===== config.mk =====
export PLATFORM = sky130hd
export DESIGN_NAME = lfo_addr_gen
export DESIGN_NICKNAME = d
export VERILOG_FILES = /design/src/rtl/lfo_pkg.sv /design/src/rtl/lfo_sine_gen.sv /design/src/rtl/lfo_ramp_gen.sv /design/src/rtl/lfo_tap_shaper.sv /design/src/rtl/lfo_addr_gen.sv
export SDC_FILE = /design/constraint.sdc
export NUM_CORES = 2
export LEC_CHECK = 0
export CORE_ASPECT_RATIO = 1.2
export CORE_UTILIZATION = 30
export DETAILED_ROUTE_END_ITERATION = 8
export DONT_BUFFER_PORTS = 1
export PLACE_DENSITY = 0.43
export REMOVE_ABC_BUFFERS = 1
export SYNTH_ARGS = -nofsm -noshare
export SYNTH_HDL_FRONTEND = slang
export SYNTH_HIERARCHICAL = 1
export SYNTH_SLANG_ARGS = --single-unit

===== constraint.sdc =====
create_clock -name clk -period 13.5 [get_ports clk]
set_input_delay 2.7 -clock clk [delete_from_list [all_inputs] [get_ports clk]]
set_output_delay 2.7 -clock clk [all_outputs]
set_load 0.02 [all_outputs]

===== src/rtl/lfo_pkg.sv =====
package lfo_pkg;
    localparam int SIN_W        = 16;
    localparam int SRATE_W      = 9;
    localparam int SAMP_W       = 15;
    localparam int RRATE_W      = 16;
    localparam int FRAC_W       = 8;
    localparam int SPAN_LOG_MIN = 9;
    localparam int SPAN_CODES   = 4;
    localparam int CODE_W       = $clog2(SPAN_CODES);
    localparam int RINT_W       = SPAN_LOG_MIN + SPAN_CODES - 1;
    localparam int PH_W         = RINT_W + FRAC_W;
    localparam int ADDR_W       = 16;
    localparam int COEF_W       = FRAC_W + 1;
    localparam int SIN_SHIFT    = 17;
    localparam int NUM_SIN      = 2;
    localparam int NUM_RMP      = 2;
    localparam int SEL_W        = $clog2(NUM_SIN + NUM_RMP);
    localparam int MOD_W        = 6;
    localparam int SIN_FRAC     = SIN_W - 1;

    localparam logic signed [SIN_W-1:0] SIN_INIT = SIN_W'(2**(SIN_W-1) - 2**(SIN_W-4));
    localparam logic [COEF_W-1:0] UNITY = COEF_W'(2**FRAC_W);

    typedef logic signed [SIN_W-1:0] osc_t;

    typedef struct packed {
        osc_t s;
        osc_t c;
    } quad_t;

    // modifier field, most significant bit first
    typedef struct packed {
        logic na;        // bit 5: crossfade gain, no offset
        logic half;      // bit 4: half-span second pointer
        logic inv_addr;  // bit 3: invert offset bits
        logic inv_coef;  // bit 2: complement weight
        logic grab;      // bit 1: use live state and snapshot it
        logic cosine;    // bit 0: cosine instead of sine
    } tapmod_t;

    function automatic quad_t quad_step(quad_t q, logic [SRATE_W-1:0] k);
        logic signed [SIN_W+SRATE_W:0] m1;
        logic signed [SIN_W+SRATE_W:0] m2;
        quad_t n;
        m1  = q.c * $signed({1'b0, k});
        n.s = q.s + osc_t'(m1 >>> SIN_SHIFT);
        m2  = n.s * $signed({1'b0, k});
        n.c = q.c - osc_t'(m2 >>> SIN_SHIFT);
        return n;
    endfunction

    function automatic logic [PH_W-1:0] span_mask(logic [CODE_W-1:0] code);
        return {PH_W{1'b1}} >> (CODE_W'(SPAN_CODES - 1) - code);
    endfunction

    function automatic logic [PH_W-1:0] half_span(logic [CODE_W-1:0] code);
        return (span_mask(code) >> 1) + PH_W'(1);
    endfunction

    function automatic int xf_shift(logic [CODE_W-1:0] code);
        return SPAN_LOG_MIN - 1 + int'(code);
    endfunction
endpackage


===== src/rtl/lfo_sine_gen.sv =====
module lfo_sine_gen
    import lfo_pkg::*;
(
    input  logic               clk,
    input  logic               rst,
    input  logic               tick,
    input  logic               load,
    input  logic [SRATE_W-1:0] rate_i,
    input  logic [SAMP_W-1:0]  amp_i,
    input  logic               snap,
    output quad_t              live_o,
    output quad_t              held_o,
    output logic [SAMP_W-1:0]  amp_o
);
    quad_t              q;
    quad_t              h;
    logic [SRATE_W-1:0] rate;
    logic [SAMP_W-1:0]  amp;

    always_ff @(posedge clk) begin
        if (rst) begin
            q    <= '0;
            h    <= '0;
            rate <= '0;
            amp  <= '0;
        end else begin
            if (load) begin
                q.s  <= '0;
                q.c  <= SIN_INIT;
                rate <= rate_i;
                amp  <= amp_i;
            end else if (tick) begin
                q <= quad_step(q, rate);
            end
            if (snap) h <= q;
        end
    end

    assign live_o = q;
    assign held_o = h;
    assign amp_o  = amp;

    a_r2_load_init: assert property (@(posedge clk) disable iff (rst)
        load |=> (q.s == '0 && q.c == SIN_INIT));

    a_r2_idle_hold: assert property (@(posedge clk) disable iff (rst)
        (!load && !tick) |=> $stable(q));
endmodule


===== src/rtl/lfo_ramp_gen.sv =====
module lfo_ramp_gen
    import lfo_pkg::*;
(
    input  logic               clk,
    input  logic               rst,
    input  logic               tick,
    input  logic               load,
    input  logic               jam,
    input  logic [RRATE_W-1:0] rate_i,
    input  logic [CODE_W-1:0]  code_i,
    input  logic               snap,
    output logic [PH_W-1:0]    live_o,
    output logic [PH_W-1:0]    held_o,
    output logic [CODE_W-1:0]  code_o
);
    logic [PH_W-1:0]    phase;
    logic [PH_W-1:0]    h;
    logic [RRATE_W-1:0] rate;
    logic [CODE_W-1:0]  code;

    always_ff @(posedge clk) begin
        if (rst) begin
            phase <= '0;
            h     <= '0;
            rate  <= '0;
            code  <= '0;
        end else begin
            if (load) begin
                phase <= '0;
                rate  <= rate_i;
                code  <= code_i;
            end else if (jam) begin
                phase <= '0;
            end else if (tick) begin
                phase <= (phase - PH_W'(rate)) & span_mask(code);
            end
            if (snap) h <= phase;
        end
    end

    assign live_o = phase;
    assign held_o = h;
    assign code_o = code;

    a_r4_phase_in_span: assert property (@(posedge clk) disable iff (rst)
        phase <= span_mask(code));

    a_r11_jam_start: assert property (@(posedge clk) disable iff (rst)
        (jam && !load) |=> (phase == '0));
endmodule


===== src/rtl/lfo_tap_shaper.sv =====
module lfo_tap_shaper
    import lfo_pkg::*;
(
    input  logic                     is_ramp,
    input  tapmod_t                  md,
    input  quad_t                    sc,
    input  logic [SAMP_W-1:0]        amp,
    input  logic [PH_W-1:0]          phase,
    input  logic [CODE_W-1:0]        code,
    output logic signed [ADDR_W-1:0] addr_o,
    output logic [COEF_W-1:0]        coef_o
);
    localparam int PROD_W = ADDR_W + SIN_FRAC;

    osc_t                      v;
    logic signed [PROD_W-1:0]  prod;
    logic [PH_W-1:0]           mask;
    logic [PH_W-1:0]           hs;
    logic [PH_W-1:0]           ph;
    logic [PH_W:0]             full;
    logic [PH_W:0]             tri_v;
    logic [ADDR_W-1:0]         a;
    logic [COEF_W-1:0]         k;

    always_comb begin
        v     = md.cosine ? sc.c : sc.s;
        prod  = v * $signed({1'b0, amp});
        mask  = span_mask(code);
        hs    = half_span(code);
        ph    = md.half ? ((phase + hs) & mask) : phase;
        full  = {1'b0, mask} + (PH_W+1)'(1);
        tri_v = (ph < hs) ? {1'b0, ph} : (full - {1'b0, ph});

        if (is_ramp) begin
            if (md.na) begin
                a = '0;
                k = COEF_W'(tri_v >> xf_shift(code));
            end else begin
                a = ADDR_W'(ph[PH_W-1:FRAC_W]);
                k = {1'b0, ph[FRAC_W-1:0]};
            end
        end else begin
            a = prod[PROD_W-1:SIN_FRAC];
            k = COEF_W'(prod[SIN_FRAC-1:0] >> (SIN_FRAC - FRAC_W));
        end

        if (md.inv_coef) k = UNITY - k;
        if (md.inv_addr && !(is_ramp && md.na)) a = ~a;

        addr_o = signed'(a);
        coef_o = k;
    end
endmodule


===== src/rtl/lfo_addr_gen.sv =====
module lfo_addr_gen
    import lfo_pkg::*;
(
    input  logic                     clk,
    input  logic                     rst,
    input  logic                     sample_tick,
    input  logic                     ld_valid,
    input  logic [SEL_W-1:0]         ld_sel,
    input  logic [RRATE_W-1:0]       ld_rate,
    input  logic [SAMP_W-1:0]        ld_amp,
    input  logic                     jam_valid,
    input  logic                     jam_sel,
    input  logic                     q_valid,
    input  logic [SEL_W-1:0]         q_sel,
    input  logic [MOD_W-1:0]         q_mod,
    output logic                     out_valid,
    output logic signed [ADDR_W-1:0] out_addr,
    output logic [COEF_W-1:0]        out_coef
);
    tapmod_t md;
    assign md = tapmod_t'(q_mod);

    quad_t             s_live [NUM_SIN];
    quad_t             s_held [NUM_SIN];
    logic [SAMP_W-1:0] s_amp  [NUM_SIN];
    logic [PH_W-1:0]   r_live [NUM_RMP];
    logic [PH_W-1:0]   r_held [NUM_RMP];
    logic [CODE_W-1:0] r_code [NUM_RMP];

    for (genvar i = 0; i < NUM_SIN; i++) begin : g_sin
        lfo_sine_gen u_sin (
            .clk    (clk),
            .rst    (rst),
            .tick   (sample_tick),
            .load   (ld_valid && ld_sel == SEL_W'(i)),
            .rate_i (ld_rate[SRATE_W-1:0]),
            .amp_i  (ld_amp),
            .snap   (q_valid && q_sel == SEL_W'(i) && md.grab),
            .live_o (s_live[i]),
            .held_o (s_held[i]),
            .amp_o  (s_amp[i])
        );
    end

    for (genvar j = 0; j < NUM_RMP; j++) begin : g_rmp
        lfo_ramp_gen u_rmp (
            .clk    (clk),
            .rst    (rst),
            .tick   (sample_tick),
            .load   (ld_valid && ld_sel == SEL_W'(NUM_SIN + j)),
            .jam    (jam_valid && jam_sel == 1'(j)),
            .rate_i (ld_rate),
            .code_i (ld_amp[CODE_W-1:0]),
            .snap   (q_valid && q_sel == SEL_W'(NUM_SIN + j) && md.grab),
            .live_o (r_live[j]),
            .held_o (r_held[j]),
            .code_o (r_code[j])
        );
    end

    // with two of each kind the low select bit picks the unit inside a kind
    logic                     is_ramp;
    logic                     unit;
    quad_t                    sc_sel;
    logic [PH_W-1:0]          ph_sel;
    logic signed [ADDR_W-1:0] tap_addr;
    logic [COEF_W-1:0]        tap_coef;

    always_comb begin
        is_ramp = (q_sel >= SEL_W'(NUM_SIN));
        unit    = q_sel[0];
        sc_sel  = md.grab ? s_live[unit] : s_held[unit];
        ph_sel  = md.grab ? r_live[unit] : r_held[unit];
    end

    lfo_tap_shaper u_shape (
        .is_ramp (is_ramp),
        .md      (md),
        .sc      (sc_sel),
        .amp     (s_amp[unit]),
        .phase   (ph_sel),
        .code    (r_code[unit]),
        .addr_o  (tap_addr),
        .coef_o  (tap_coef)
    );

    always_ff @(posedge clk) begin
        if (rst) begin
            out_valid <= 1'b0;
            out_addr  <= '0;
            out_coef  <= '0;
        end else begin
            out_valid <= q_valid;
            if (q_valid) begin
                out_addr <= tap_addr;
                out_coef <= tap_coef;
            end
        end
    end

    a_r7_na_zero_addr: assert property (@(posedge clk) disable iff (rst)
        (q_valid && q_sel >= SEL_W'(NUM_SIN) && md.na) |=> (out_addr == '0));

    a_r8_coef_limit: assert property (@(posedge clk) disable iff (rst)
        out_coef <= UNITY);
endmodule


==> metrics.md <==
| Metric | Value |
|---|---|
| Status | `completed` |
| Global-route wire length before repair | `240,000 µm` |
| Clk_skew | `0.0196 ns` |
| TritonCTS clock tree | `built` |
| Tmin final | `13.36 ns` |
| Max Fclk | `0.0748 GHz` |
| Largest area contributor in the netlist | `fa_1` |
| CTS sink cnt | `318` |
| Filler cells | `16,808` |
| Max clock buf depth | `3` |
| Proportion of layout cells with a drive suffix above 1 | `18.4%` |
| Post-synth EDFFs | `0` |
| Drt drc | `0` |
| Most frequent cells after synthesis | `1,002 x inv_1, 731 x fa_1, 536 x nand2_1` |
| Cell area after synthesis | `49,200 µm²` |
| # IOs | `74` |
| Port bufs | `0` |
| Post-placement cell area | `54,300 µm²` |
| Gate Count Post-Synth | `5,466` |
| CTS Buf Count | `44` |
| Number of max-cap violations | `0` |
| Slowest cell on the critical path | `fa_1` |
| Asr flop ratio synth | `0%` |
| Hold-fix buffers, CTS | `0` |
| Root buf cell | `clkbuf_16` |
| Total track usage | `18.8%` |
| Site Rows | `162` |
| Clk slew on worst S/H paths | `0.06 ns` |
| Vias/cell | `4.76` |
| WL final | `153,000 µm` |
| Multi-input combinational cell area | `39,600 µm²` |
| Setup TNS | `0 ns` |
| Final worst-path cycle share | `99.0%` |
| Data required time of the worst path | `14.03 ns` |
| Synth top area cells | `fa_1 30%, dfxtp_1 13%, ha_1 11%` |
| Initial DRC count | `1,829` |
| Syn Area/Cell | `8.99 µm²` |
| Peak supply drop | `0.0000826 V` |
| Most common cell in the synthesized netlist | `inv_1` |
| Overflow left after global routing | `0` |
| Reg area | `6430 µm²` |
| Seq/Total Area, Yosys | `12.9%` |
| Die area | `165,000 µm²` |
| Main synth FF type | `dfxtp_1` |
| H-tree depth | `2` |
| Worst Reg-to-Reg Cells | `64` |
| Hold Path End | `g_sin[1].u_sin/held_o[1]` |
| Post-route ant nets | `0` |
| Die Span Y | `445 µm` |
| Worst-Skew Late Latency | `0.61 ns` |
| Post-Layout Cell Count | `7,975` |
| RR Startpoint | `g_sin[0].u_sin/rate[3]` |
| Final Worst Setup Slack | `0.139 ns` |
| Area growth from synthesis to layout | `18.7%` |
| Worst-Margin Slew | `1.10 ns` |
| DIE WIDTH | `372 µm` |
| DR vias | `37,938` |
| Yosys warning count | `6` |
| Pwr dens | `101 nW/µm²` |
| Fin. max-slew vios | `0` |
| Initial Utilization | `30.2%` |
| Hold Slack | `0.485 ns` |
| Post-place setup slack | `-0.929 ns` |
| Worst slew margin | `26.4%` |
| Post-synth top area share | `29.8%` |
| Reg-to-reg critical path endpoint | `g_sin[0].u_sin/live_o[10]` |
| R2R setup slack | `0.14 ns` |
| Critical Path AT | `13.89 ns` |
| Critical path class | `flop to flop` |
| Final Total Pwr | `5.88 mW` |
| CP max FO | `5` |
| Largest net degree at the start of global routing | `232` |
| Hold path startpoint | `g_sin[1].u_sin/held_o[1]` |
| Hold WC Path Type | `flop to flop` |
| Core area | `163,000 µm²` |
| Worst path max stage delay | `0.54 ns` |
| Final Hold Vio Count | `0` |
| Yosys reg bits | `318` |
| Utilization after layout | `35.9%` |
| RSZ-0062 raised after global routing | `true` |
| Startpoint types | `flop` |
| Initial antenna violation count | `7` |
| Static Leak | `28.6 nW` |
| Cells after DPL | `7,806` |
| Vias in the first global route | `40,455` |
| Final Cell Area | `58,300 µm²` |
| CP Capture Type | `flop` |
| Nets | `6,997` |
| HPWL Detailed | `122,000 µm` |
| Drt first pass iters | `5` |
| WL/cell | `19.2 µm` |
| Hold path depth | `2` |
| Distinct cells, synth | `124` |
| Final setup fails | `0` |
| Gpl congestion | `0.855` |
registers in the layout (all words and copies together) (netlist names):
signal / cells
out_addr: 16
g_rmp.u_rmp/code_o: 4
g_rmp.u_rmp/held_o: 40
g_rmp.u_rmp/live_o: 40
g_sin.u_sin/amp_o: 30
g_sin.u_sin/rate: 18
out_coef: 9
g_sin.u_sin/live_o: 64
g_rmp.u_rmp/rate: 32
out_valid: 1
g_sin.u_sin/held_o: 64
where the power goes:
part | total, mW | internal [mW] | switching, mW
logic | 3.49 | 1.61 | 1.88
registers | 1.20 | 1.04 | 0.161
clock network | 1.19 | 0.707 | 0.485
total | 5.88 | 3.36 | 2.52
layout by cell type, fill, tap and decap left out, types with 32 or more instances in the layout:
cell type / instances
nand4_1: 32
nand3_1: 44
mux4_2: 49
xor2_1: 35
ha_1: 371
fa_1: 713
mux2i_1: 279
dfxtp_1: 289
clkbuf_16: 47
buf_4: 498
mux2_2: 37
nor3_1: 42
ha_4: 38
nor2_1: 362
and2_1: 369
nand2_1: 509
a21o_1: 56
xnor2_1: 120
nand2b_1: 32
a21oi_1: 115
o21ai_0: 37
inv_1: 972
inv_2: 32
routing by layer:
layer	vias up	global-route usage (%)	wire length (µm)
li1	18059	-	-
met2	483	31.9	74200
met1	19248	24.9	69700
met3	146	2.67	5690
met4	2	4.59	3710
met5	-	0	13
repair_timing:
action / 4_1_cts / 5_1_grt
endpoints found under the setup margin: 23 / 23
pin swaps: 131 / 224
buffers inserted: 44 / 48
endpoints found under the hold margin: 0 / 0
cloned: 0 / 3
gates resized for setup: 170 / 256
cells by family (layout without fill, tap and decap cells):
kind of cell | count (synthesis) | after routing | share of synthesized area [%]
simple gates | 1645 | 1645 | 16.4
buf+inv | 1255 | 1625 | 9.96
fa+ha+maj | 1145 | 1145 | 40.3
flops | 318 | 318 | 12.9
xor+xnor | 179 | 179 | 3.32
other cells | 0 | 7 | 0
mux | 372 | 372 | 9.06
compound gates | 552 | 552 | 7.98
critical path: cells and delay by family (launching register included):
kind	cells	cell delay (ns)
AO/OA/AOI/OAI	19	3.28
XOR/XNOR	2	0.31
adder cells (fa/ha/maj)	15	6.43
buffers and inverters	17	1.43
flip-flops	1	0.35
multiplexers	1	0.20
AND/OR/NAND/NOR	10	1.27
layout make-up:
| cell class | count | share of cell area (%) |
|---|---|---|
| multi-input cells | 3893 | 67.9 |
| flip-flops and latches | 318 | 11.0 |
| repair buffers | 543 | 7.57 |
| inverters | 1004 | 6.46 |
| well taps | 2132 | 4.57 |
| clock buffers | 63 | 2.17 |
| clock inverters | 15 | 0.294 |
| diodes | 7 | 0.0300 |
worst max-delay path by stage:
stage                                 startpoint                         to  slack, ns  depth (start not counted)
after floorplan           g_sin[1].u_sin/rate[1]  g_sin[1].u_sin/live_o[13]      -0.44                         55
after global placement    g_sin[0].u_sin/rate[6]  g_sin[0].u_sin/live_o[14]      -0.97                         57
after detailed placement  g_sin[0].u_sin/rate[6]  g_sin[0].u_sin/live_o[14]      -0.93                         57
after CTS                 g_sin[1].u_sin/rate[1]  g_sin[1].u_sin/live_o[13]      0.002                         62
after global routing      g_sin[0].u_sin/rate[3]  g_sin[0].u_sin/live_o[13]      -0.40                         63
final                     g_sin[0].u_sin/rate[3]  g_sin[0].u_sin/live_o[10]       0.14                         64
Power figures use the tool's default switching activity.
